<file path="src/rtl/cbr_pkg.sv">
package cbr_pkg;
  typedef enum logic [1:0] {
    ROUTE_DROP    = 2'd0,
    ROUTE_TO_T0   = 2'd1,
    ROUTE_PASS_T1 = 2'd2
  } route_e;

  localparam int unsigned NUM_BUSREGS = 3;
endpackage

</file>
<file path="src/rtl/cbr_busregs.sv">
module cbr_busregs #(
  parameter int unsigned BUS_W = 8
) (
  input  logic             clk,
  input  logic             rst,
  input  logic             wr_en,
  input  logic [1:0]       wr_sel,
  input  logic [BUS_W-1:0] wr_data,
  output logic [BUS_W-1:0] pri_bus,
  output logic [BUS_W-1:0] sec_bus,
  output logic [BUS_W-1:0] sub_bus
);
  logic [BUS_W-1:0] regs_q [cbr_pkg::NUM_BUSREGS];

  for (genvar g = 0; g < int'(cbr_pkg::NUM_BUSREGS); g++) begin : g_reg
    always_ff @(posedge clk) begin
      if (rst) begin
        regs_q[g] <= '0;
      end else if (wr_en && (wr_sel == 2'(g))) begin
        regs_q[g] <= wr_data;
      end
    end
  end

  assign pri_bus = regs_q[0];
  assign sec_bus = regs_q[1];
  assign sub_bus = regs_q[2];
endmodule

</file>
<file path="src/rtl/cbr_decode.sv">
module cbr_decode #(
  parameter int unsigned BUS_W     = 8,
  parameter int unsigned DEV_W     = 5,
  parameter int unsigned NUM_SLOTS = 21
) (
  input  logic                 is_type1,
  input  logic [BUS_W-1:0]     bus,
  input  logic [DEV_W-1:0]     dev,
  input  logic [BUS_W-1:0]     sec,
  input  logic [BUS_W-1:0]     sub,
  output cbr_pkg::route_e      route
);
  logic sec_set, in_range, is_local, slot_ok;

  assign sec_set  = (sec != '0);
  assign in_range = (bus >= sec) && (bus <= sub);
  assign is_local = (bus == sec);
  assign slot_ok  = (32'(dev) < NUM_SLOTS);

  always_comb begin
    route = cbr_pkg::ROUTE_DROP;
    if (is_type1 && sec_set && in_range) begin
      if (!is_local)    route = cbr_pkg::ROUTE_PASS_T1;
      else if (slot_ok) route = cbr_pkg::ROUTE_TO_T0;
    end
  end
endmodule

</file>
<file path="src/rtl/cbr_addr_gen.sv">
module cbr_addr_gen #(
  parameter int unsigned ADDR_W = 32,
  parameter int unsigned BUS_W  = 8,
  parameter int unsigned DEV_W  = 5,
  parameter int unsigned FUNC_W = 3,
  parameter int unsigned REG_W  = 6
) (
  input  cbr_pkg::route_e   route,
  input  logic [BUS_W-1:0]  bus,
  input  logic [DEV_W-1:0]  dev,
  input  logic [FUNC_W-1:0] func,
  input  logic [REG_W-1:0]  reg_num,
  output logic [ADDR_W-1:0] addr
);
  localparam int unsigned REG_LSB  = 2;
  localparam int unsigned FUNC_LSB = REG_LSB + REG_W;
  localparam int unsigned SEL_LSB  = FUNC_LSB + FUNC_W;
  localparam int unsigned SEL_W    = ADDR_W - SEL_LSB;
  localparam int unsigned BUS_LSB  = SEL_LSB + DEV_W;

  logic [SEL_W-1:0] sel_vec;

  for (genvar g = 0; g < int'(SEL_W); g++) begin : g_sel
    assign sel_vec[g] = (32'(dev) == g);
  end

  always_comb begin
    addr = '0;
    unique case (route)
      cbr_pkg::ROUTE_TO_T0: begin
        addr[REG_LSB +: REG_W]   = reg_num;
        addr[FUNC_LSB +: FUNC_W] = func;
        addr[SEL_LSB +: SEL_W]   = sel_vec;
      end
      cbr_pkg::ROUTE_PASS_T1: begin
        addr[1:0]                = 2'b01;
        addr[REG_LSB +: REG_W]   = reg_num;
        addr[FUNC_LSB +: FUNC_W] = func;
        addr[SEL_LSB +: DEV_W]   = dev;
        addr[BUS_LSB +: BUS_W]   = bus;
      end
      default: addr = '0;
    endcase
  end
endmodule

</file>
<file path="src/rtl/cfg_bridge_router.sv">
module cfg_bridge_router #(
  parameter int unsigned ADDR_W = 32,
  parameter int unsigned BUS_W  = 8,
  parameter int unsigned DEV_W  = 5,
  parameter int unsigned FUNC_W = 3,
  parameter int unsigned REG_W  = 6
) (
  input  logic              clk,
  input  logic              rst,
  input  logic              wr_en,
  input  logic [1:0]        wr_sel,
  input  logic [BUS_W-1:0]  wr_data,
  output logic [BUS_W-1:0]  pri_bus,
  output logic [BUS_W-1:0]  sec_bus,
  output logic [BUS_W-1:0]  sub_bus,
  input  logic              req_valid,
  input  logic              req_type1,
  input  logic [BUS_W-1:0]  req_bus,
  input  logic [DEV_W-1:0]  req_dev,
  input  logic [FUNC_W-1:0] req_func,
  input  logic [REG_W-1:0]  req_reg,
  output logic              out_valid,
  output logic              out_type1,
  output logic [ADDR_W-1:0] out_addr,
  output logic              out_ignore
);
  localparam int unsigned NUM_SLOTS = ADDR_W - (2 + REG_W + FUNC_W);

  cbr_pkg::route_e   route;
  logic [ADDR_W-1:0] addr_next;

  cbr_busregs #(.BUS_W(BUS_W)) u_regs (
    .clk(clk), .rst(rst), .wr_en(wr_en), .wr_sel(wr_sel), .wr_data(wr_data),
    .pri_bus(pri_bus), .sec_bus(sec_bus), .sub_bus(sub_bus)
  );

  cbr_decode #(.BUS_W(BUS_W), .DEV_W(DEV_W), .NUM_SLOTS(NUM_SLOTS)) u_dec (
    .is_type1(req_type1), .bus(req_bus), .dev(req_dev),
    .sec(sec_bus), .sub(sub_bus), .route(route)
  );

  cbr_addr_gen #(
    .ADDR_W(ADDR_W), .BUS_W(BUS_W), .DEV_W(DEV_W), .FUNC_W(FUNC_W), .REG_W(REG_W)
  ) u_addr (
    .route(route), .bus(req_bus), .dev(req_dev), .func(req_func),
    .reg_num(req_reg), .addr(addr_next)
  );

  always_ff @(posedge clk) begin
    if (rst) begin
      out_valid  <= 1'b0;
      out_ignore <= 1'b0;
      out_type1  <= 1'b0;
      out_addr   <= '0;
    end else begin
      out_valid  <= req_valid && (route != cbr_pkg::ROUTE_DROP);
      out_ignore <= req_valid && (route == cbr_pkg::ROUTE_DROP);
      out_type1  <= req_valid && (route == cbr_pkg::ROUTE_PASS_T1);
      out_addr   <= req_valid ? addr_next : '0;
    end
  end
endmodule

</file>
<file path="config.mk">
export PLATFORM = sky130hd
export DESIGN_NAME = cfg_bridge_router
export DESIGN_NICKNAME = d
export VERILOG_FILES = /design/src/rtl/cbr_pkg.sv /design/src/rtl/cbr_busregs.sv /design/src/rtl/cbr_decode.sv /design/src/rtl/cbr_addr_gen.sv /design/src/rtl/cfg_bridge_router.sv
export SDC_FILE = /design/constraint.sdc
export NUM_CORES = 1
export LEC_CHECK = 0
export ABC_CLOCK_PERIOD_IN_PS = 7800
export BUFFER_PORTS_ARGS = -buffer_cell sky130_fd_sc_hd__buf_4
export CAP_MARGIN = 40
export CORE_ASPECT_RATIO = 1.75
export CORE_UTILIZATION = 55
export DETAILED_ROUTE_END_ITERATION = 12
export HOLD_SLACK_MARGIN = 0.03
export PLACE_DENSITY = 0.86
export SLEW_MARGIN = 10
export SYNTH_ARGS = -nofsm -noshare
export SYNTH_HDL_FRONTEND = slang
export SYNTH_HIERARCHICAL = 1
export SYNTH_SLANG_ARGS = --single-unit
</file>
<file path="constraint.sdc">
create_clock -name clk -period 7.8 [get_ports clk]
set_input_delay 1.17 -clock clk [delete_from_list [all_inputs] [get_ports clk]]
set_output_delay 1.17 -clock clk [all_outputs]
set_load 0.03 [all_outputs]
</file>
Word-level counts from Yosys, hierarchy flattened
Memories as Yosys holds them, arrays and structs flattened.
Index checks and enable logic that the tools add are counted.
W data, S select, Z words.
- flip-flop bits (word level): 35
- memory bits (writable): 24
- bits of input ports: 37
- logic and storage cells: 74
- memories kept: 1
- order comparisons: 3
- eq/ne operators: 25
- muxes and demuxes: 19
- bitwise operators: 5
- reduce and logical (&&, ||, !) cells: 16
- memory list (memory ; depth ; width ; rd ports ; clocked after memory_dff ; wr ports ; RTL line ; text):
    u_regs.regs_q ; 3 ; 8 ; 3 ; 0 ; 3 ; cbr_busregs.sv:13 ; logic [BUS_W-1:0] regs_q [cbr_pkg::NUM_BUSREGS];
- operators by type and width (cell ; number):
    $pmux W22 S2 ; 1
    $eq A5 B4 Y1 const B ; 8
    $eq A5 B5 Y1 const B ; 5
    $mux W8 ; 3
    $eq A5 B3 Y1 const B ; 4
    $mux W1 ; 13
    $eq A5 B2 Y1 const B ; 2
    $logic_and A1 B1 Y1 ; 9
    $eq A8 B8 Y1 ; 1
    $ge A8 B8 Y1 ; 1
    $le A8 B8 Y1 ; 1
    $reduce_bool A8 Y1 ; 1
    $eq A5 B1 Y1 const B ; 1
    $logic_not A5 Y1 ; 1
    $lt A5 B5 Y1 const B ; 1
    $eq A2 B1 Y1 const B ; 2
    $eq A2 B2 Y1 const B ; 2
    $logic_not A2 Y1 ; 2
    $mux W2 ; 2
    $or A1 B1 Y1 ; 3
    $reduce_or A3 Y1 ; 1
    $not A1 Y1 ; 2
    $reduce_bool A2 Y1 ; 1
    $reduce_or A2 Y1 ; 1

Depth between registers and ports, before layout
An unclocked memory read counts as a cell.
- word-level depth: 8
- mapped depth: 13

Modules after synthesis
Netlist, hierarchy kept.
- modules (own cells, without submodules) (module ; times used ; cells each ; area an instance (um2) ; sequential area each (um2)):
    cbr_busregs ; 1 ; 68 ; 1068.5 ; 720.7
    cfg_bridge_router ; 1 ; 74 ; 988.4 ; 700.7
    cbr_decode ; 1 ; 64 ; 476.7 ; 0.0
    cbr_addr_gen ; 1 ; 61 ; 437.9 ; 0.0

Worst setup path after synthesis
No wires, ideal clock.
- kind: input -> register
- start point: input port req_bus[3]
- end point: register out_addr[16]
- setup time: 0.116 ns
- data arrival time: 3.231 ns
- required time: 7.684 ns
- path slack: 4.452 ns
- stages on the path: 12
- path buffers: 1
- cell sequence: ha_1 -> and4_1 -> nand2b_1 -> nand2_1 -> nand3_1 -> nor3_2 -> inv_1 -> ha_1 -> buf_1 -> nor3b_1 -> a22o_1 -> and2_2
- longest elaborated chain between the ends: 6
- elaborated cells on any way between the ends: 10
- those cells by class: order compare (2); eq/ne (3); mux (3); reduce/logical (2)
- RTL lines (element ; RTL line ; text):
    from (decl) ; cfg_bridge_router.sv:18 ; input logic [BUS_W-1:0] req_bus,
    $ge A8 B8 Y1 or $le A8 B8 Y1 (tied branches) ; cbr_decode.sv:16 ; assign in_range = (bus >= sec) && (bus <= sub);
    $logic_and A1 B1 Y1 ; cbr_decode.sv:16 ;
    $logic_and A1 B1 Y1 ; cbr_decode.sv:22 ; if (is_type1 && sec_set && in_range) begin
    $mux W2 (*) ; cbr_decode.sv:22 ;
    net route[0] ; cfg_bridge_router.sv:29 ; cbr_pkg::route_e route;
    $eq A2 B2 Y1 or $eq A2 B1 Y1 (tied branches) ; cbr_addr_gen.sv:29 ; unique case (route)
    $pmux W22 S2 (*) ; cbr_addr_gen.sv:29 ;
    net addr_next[16] ; cfg_bridge_router.sv:30 ; logic [ADDR_W-1:0] addr_next;
    to (signal assigned) ; cfg_bridge_router.sv:59 ; out_addr <= req_valid ? addr_next : '0;
    to (decl) ; cfg_bridge_router.sv:24 ; output logic [ADDR_W-1:0] out_addr,
The timed path passes the listed nets; every way through them passes the cells marked *.
A chain may end at the register's enable or synchronous reset.

Final worst setup path
- start point: input port req_bus[6]
- end point: register out_addr[22]
The elaborated chain is that of the path after synthesis.

==> results.toml <==
[floorplan]
fp.dieH_um = 99.2
die_area_um2 = 5710
coreArea_um2 = 5210
ios = 96
start_util = 0.570
num_rows = 35
die_width_um = 57.6

[worst_setup_path]
cp.required_ps = 8090
crit_path_end = "out_addr[22]"
crit_slowest_cell = "ha_1"
slowest_delay_ps = 470
crit_fanout = 15
crit_type = "input port to flip-flop"
cp_cell_sequence = "buf_4, ha_1, nand4_1, nor2_1, nand2_1, nor3_2, inv_1, ha_1, nor2b_1, a22o_1, and2_2"
cp_common_cell = "ha_1"
reg2reg_depth = 11
timing.rr.end = "out_addr[22]"
ff2ff_setup_slack_ps = 4760
crit_path_start_kind = "input port"
worstSetupEndpointType = "flip-flop"
critPathLaunch = "req_bus[6]"
r2r-start = "u_regs/regs_q[1][6]"
critPathArrivalTime_ps = 3830

[clocking]
root_buffer = "clkbuf_8"
clock_latency_ps = 340
htree_levels = 3
numClockSinks = 59
clock_path_buffers = 2
postCtsHoldBufs = 0
post_cts_buffers = 0
cts.repair.resized = 0
cts_made_buffers = 9
path_clk_slew_ps = 60
tritoncts = "yes"

[route]
ant_nets = 0
wire_per_inst_um = 15.6
vias = 2259
drt_iter0_drc = 45
drc = 8
wl_um = 6560
firstDrtPassIters = 10
vias_per_cell = 5.38

[finish]
stdcell_area_um2 = 3870
finalNonFillerCells = 420
final_layout_size_suffix_gt1_frac = 0.419
area_delta_synth_final_pct = 30.2
fillCellCount = 388
fin_nets = 415
fin_util = 0.742
n_antenna_cell = 0

[global_routing]
grt_util_all_layers = 0.245
globalRoute.totalOverflow = 0
grt_pass1_vias = 2262
grt_max_degree = 36
grt_pass1_wl_um = 10000
antenna_found_initial = 0

[sta]
drv_slew = 0
setup_viol = 0
fin_skew_ps = 7.88
tightest_slew_ps = 731
fmax_mhz = 282
hold_viol = 0
fin_crit_sh = 0.454
period_minus_slack_ps = 3540
rsz0062_at_grt = "false"
slew_headroom = 0.512
finalSetupTns_ps = 0

[synthesis]
synth_fp_nets = 322
yosysSeqAreaShare = 0.478
ys_types = 51
ys_ff_latch = 59
synth.avg_cell_area_um2 = 11.1
synth_edf_count = 24
ys.warnings.count = 6
synth_area_um2 = 2970
synthCells = 267
synth_flop_cell = "dfxtp_1"
ys_async_sr_fraction = 0

[run_status]
status = "finished, violations left"
violations = "DRC"

[power]
vdd_ir_drop_max_v = 0.000182
p_switching_w = 0.000187
finalPower_w = 0.000747
sw_frac_of_total = 0.251
intPower_w = 0.000559
seq_power_share = 0.453
powerDensity_nw_per_um2 = 193
pwr-share-comb = 0.157
clockPowerShare = 0.390
cellLeakagePower_nw = 1.77

[place]
placed_cell_area_um2 = 3660
dpl.hpwl_um = 5210
dp_cells = 404
globalplace.congestion = 0.868
portBuffers = 95

[worst_hold_path]
hold_class = "flip-flop to flip-flop"

[job]
drv_cap = 0
==> sequential cells by signal, indices dropped and copies added (netlist names) <==
| register | cells |
|---|---|
| out_valid | 1 |
| u_regs/regs_q | 24 |
| out_type1 | 1 |
| out_addr | 32 |
| out_ignore | 1 |
==> metal layers <==
| layer | vias up | part of all wire | GRT usage |
|---|---|---|---|
| li1 | 1104 | - | - |
| met1 | 1040 | 0.29 | 0.180 |
| met2 | 90 | 0.59 | 0.474 |
| met3 | 25 | 0.071 | 0.0845 |
| met4 | 0 | 0.051 | 0.189 |
| met5 | - | 0 | 0 |
==> cells in the final DEF (no fill, tap or decap), drive strengths merged, types with 3 or more instances in the layout <==
cell type  count
a21oi          6
a22o           7
and2          41
buf           95
clkbuf        11
clkinv         3
dfxtp         35
edfxtp        24
ha            18
inv           18
nand2          8
nand2b         5
nand3b        12
nand4          3
nor2          31
nor2b          4
nor3           4
nor3b          3
o21bai         3
o31ai          3
==> metrics by stage <==
| stage | hold WS (ps) | worst slack (ps) |
|---|---|---|
| 2_1_floorplan | 1090 | 4450 |
| 3_3_place_gp | 1040 | 4060 |
| 3_5_place_dp | 1050 | 3960 |
| 4_1_cts | 1060 | 4320 |
| 5_1_grt | 1140 | 4120 |
| 6_report | 1070 | 4260 |
==> area by class of cell <==
cell class	count	area, um2	share of cell area
Sequential cell	59	1420	0.367
Multi-Input combinational cell	177	1390	0.359
Timing Repair Buffer	95	713	0.184
Clock buffer	11	131	0.0340
Clock inverter	5	77.6	0.0201
Tap cell	55	68.8	0.0178
Inverter	18	67.6	0.0175
==> how the worst min path moves through the flow <==
stage | cells past startpoint | slack, ps | startpoint | endpoint
global placement | 5 | 1040 | u_regs/regs_q[1][3] | out_ignore
global route | 3 | 1140 | req_func[0] | out_addr[8]
detailed placement | 5 | 1050 | u_regs/regs_q[1][1] | out_ignore
CTS | 5 | 1060 | u_regs/regs_q[1][1] | out_ignore
finish | 5 | 1070 | u_regs/regs_q[1][1] | out_ignore
floorplan | 5 | 1090 | u_regs/regs_q[1][4] | out_ignore
==> cell usage after synthesis (3+ instances only) <==
master	instances	area share
dfxtp_1	35	0.24
and2_1	29	0.061
edfxtp_1	24	0.24
nor2_1	23	0.029
ha_1	18	0.076
inv_1	17	0.021
and2_2	12	0.030
nand2_1	8	0.010
nor2_2	8	0.017
a22o_1	7	0.021
nand3b_4	7	0.047
a21oi_1	6	0.010
buf_6	5	0.019
nand2b_1	5	0.011
nand3b_1	4	0.010
buf_2	3	0.0051
clkbuf_1	3	0.0038
nand4_1	3	0.0063
nor3b_1	3	0.0076
o31ai_2	3	0.013
==> critical path, delay by kind of cell <==
| kind | cells | cell delay (ps) |
|---|---|---|
| buffers and inverters | 2 | 200 |
| adders and majority gates | 2 | 780 |
| and+or+nand+nor | 6 | 1420 |
| AOI/OAI and AO/OA | 1 | 250 |
==> kinds of logic after synthesis <==
kind of cell / Yosys count / share of synthesized area
AOI/OAI and AO/OA: 31 / 0.0872
adders and majority gates: 18 / 0.0758
buffers and inverters: 31 / 0.0543
DFF: 59 / 0.478
other: 1 / 0.00126
and+or+nand+nor: 127 / 0.303
==> power groups by stage <==
stage | combinational [W] | clock, W | sequential [W]
after floorplan | 0.0000505 | 0 | 0.000366
after global placement | 0.000113 | 0 | 0.000344
after detailed placement | 0.000116 | 0 | 0.000345
after CTS | 0.000117 | 0.000296 | 0.000338
after global routing | 0.000125 | 0.000308 | 0.000339
final | 0.000117 | 0.000292 | 0.000338
No activity file was read; power rests on OpenSTA's default activity.
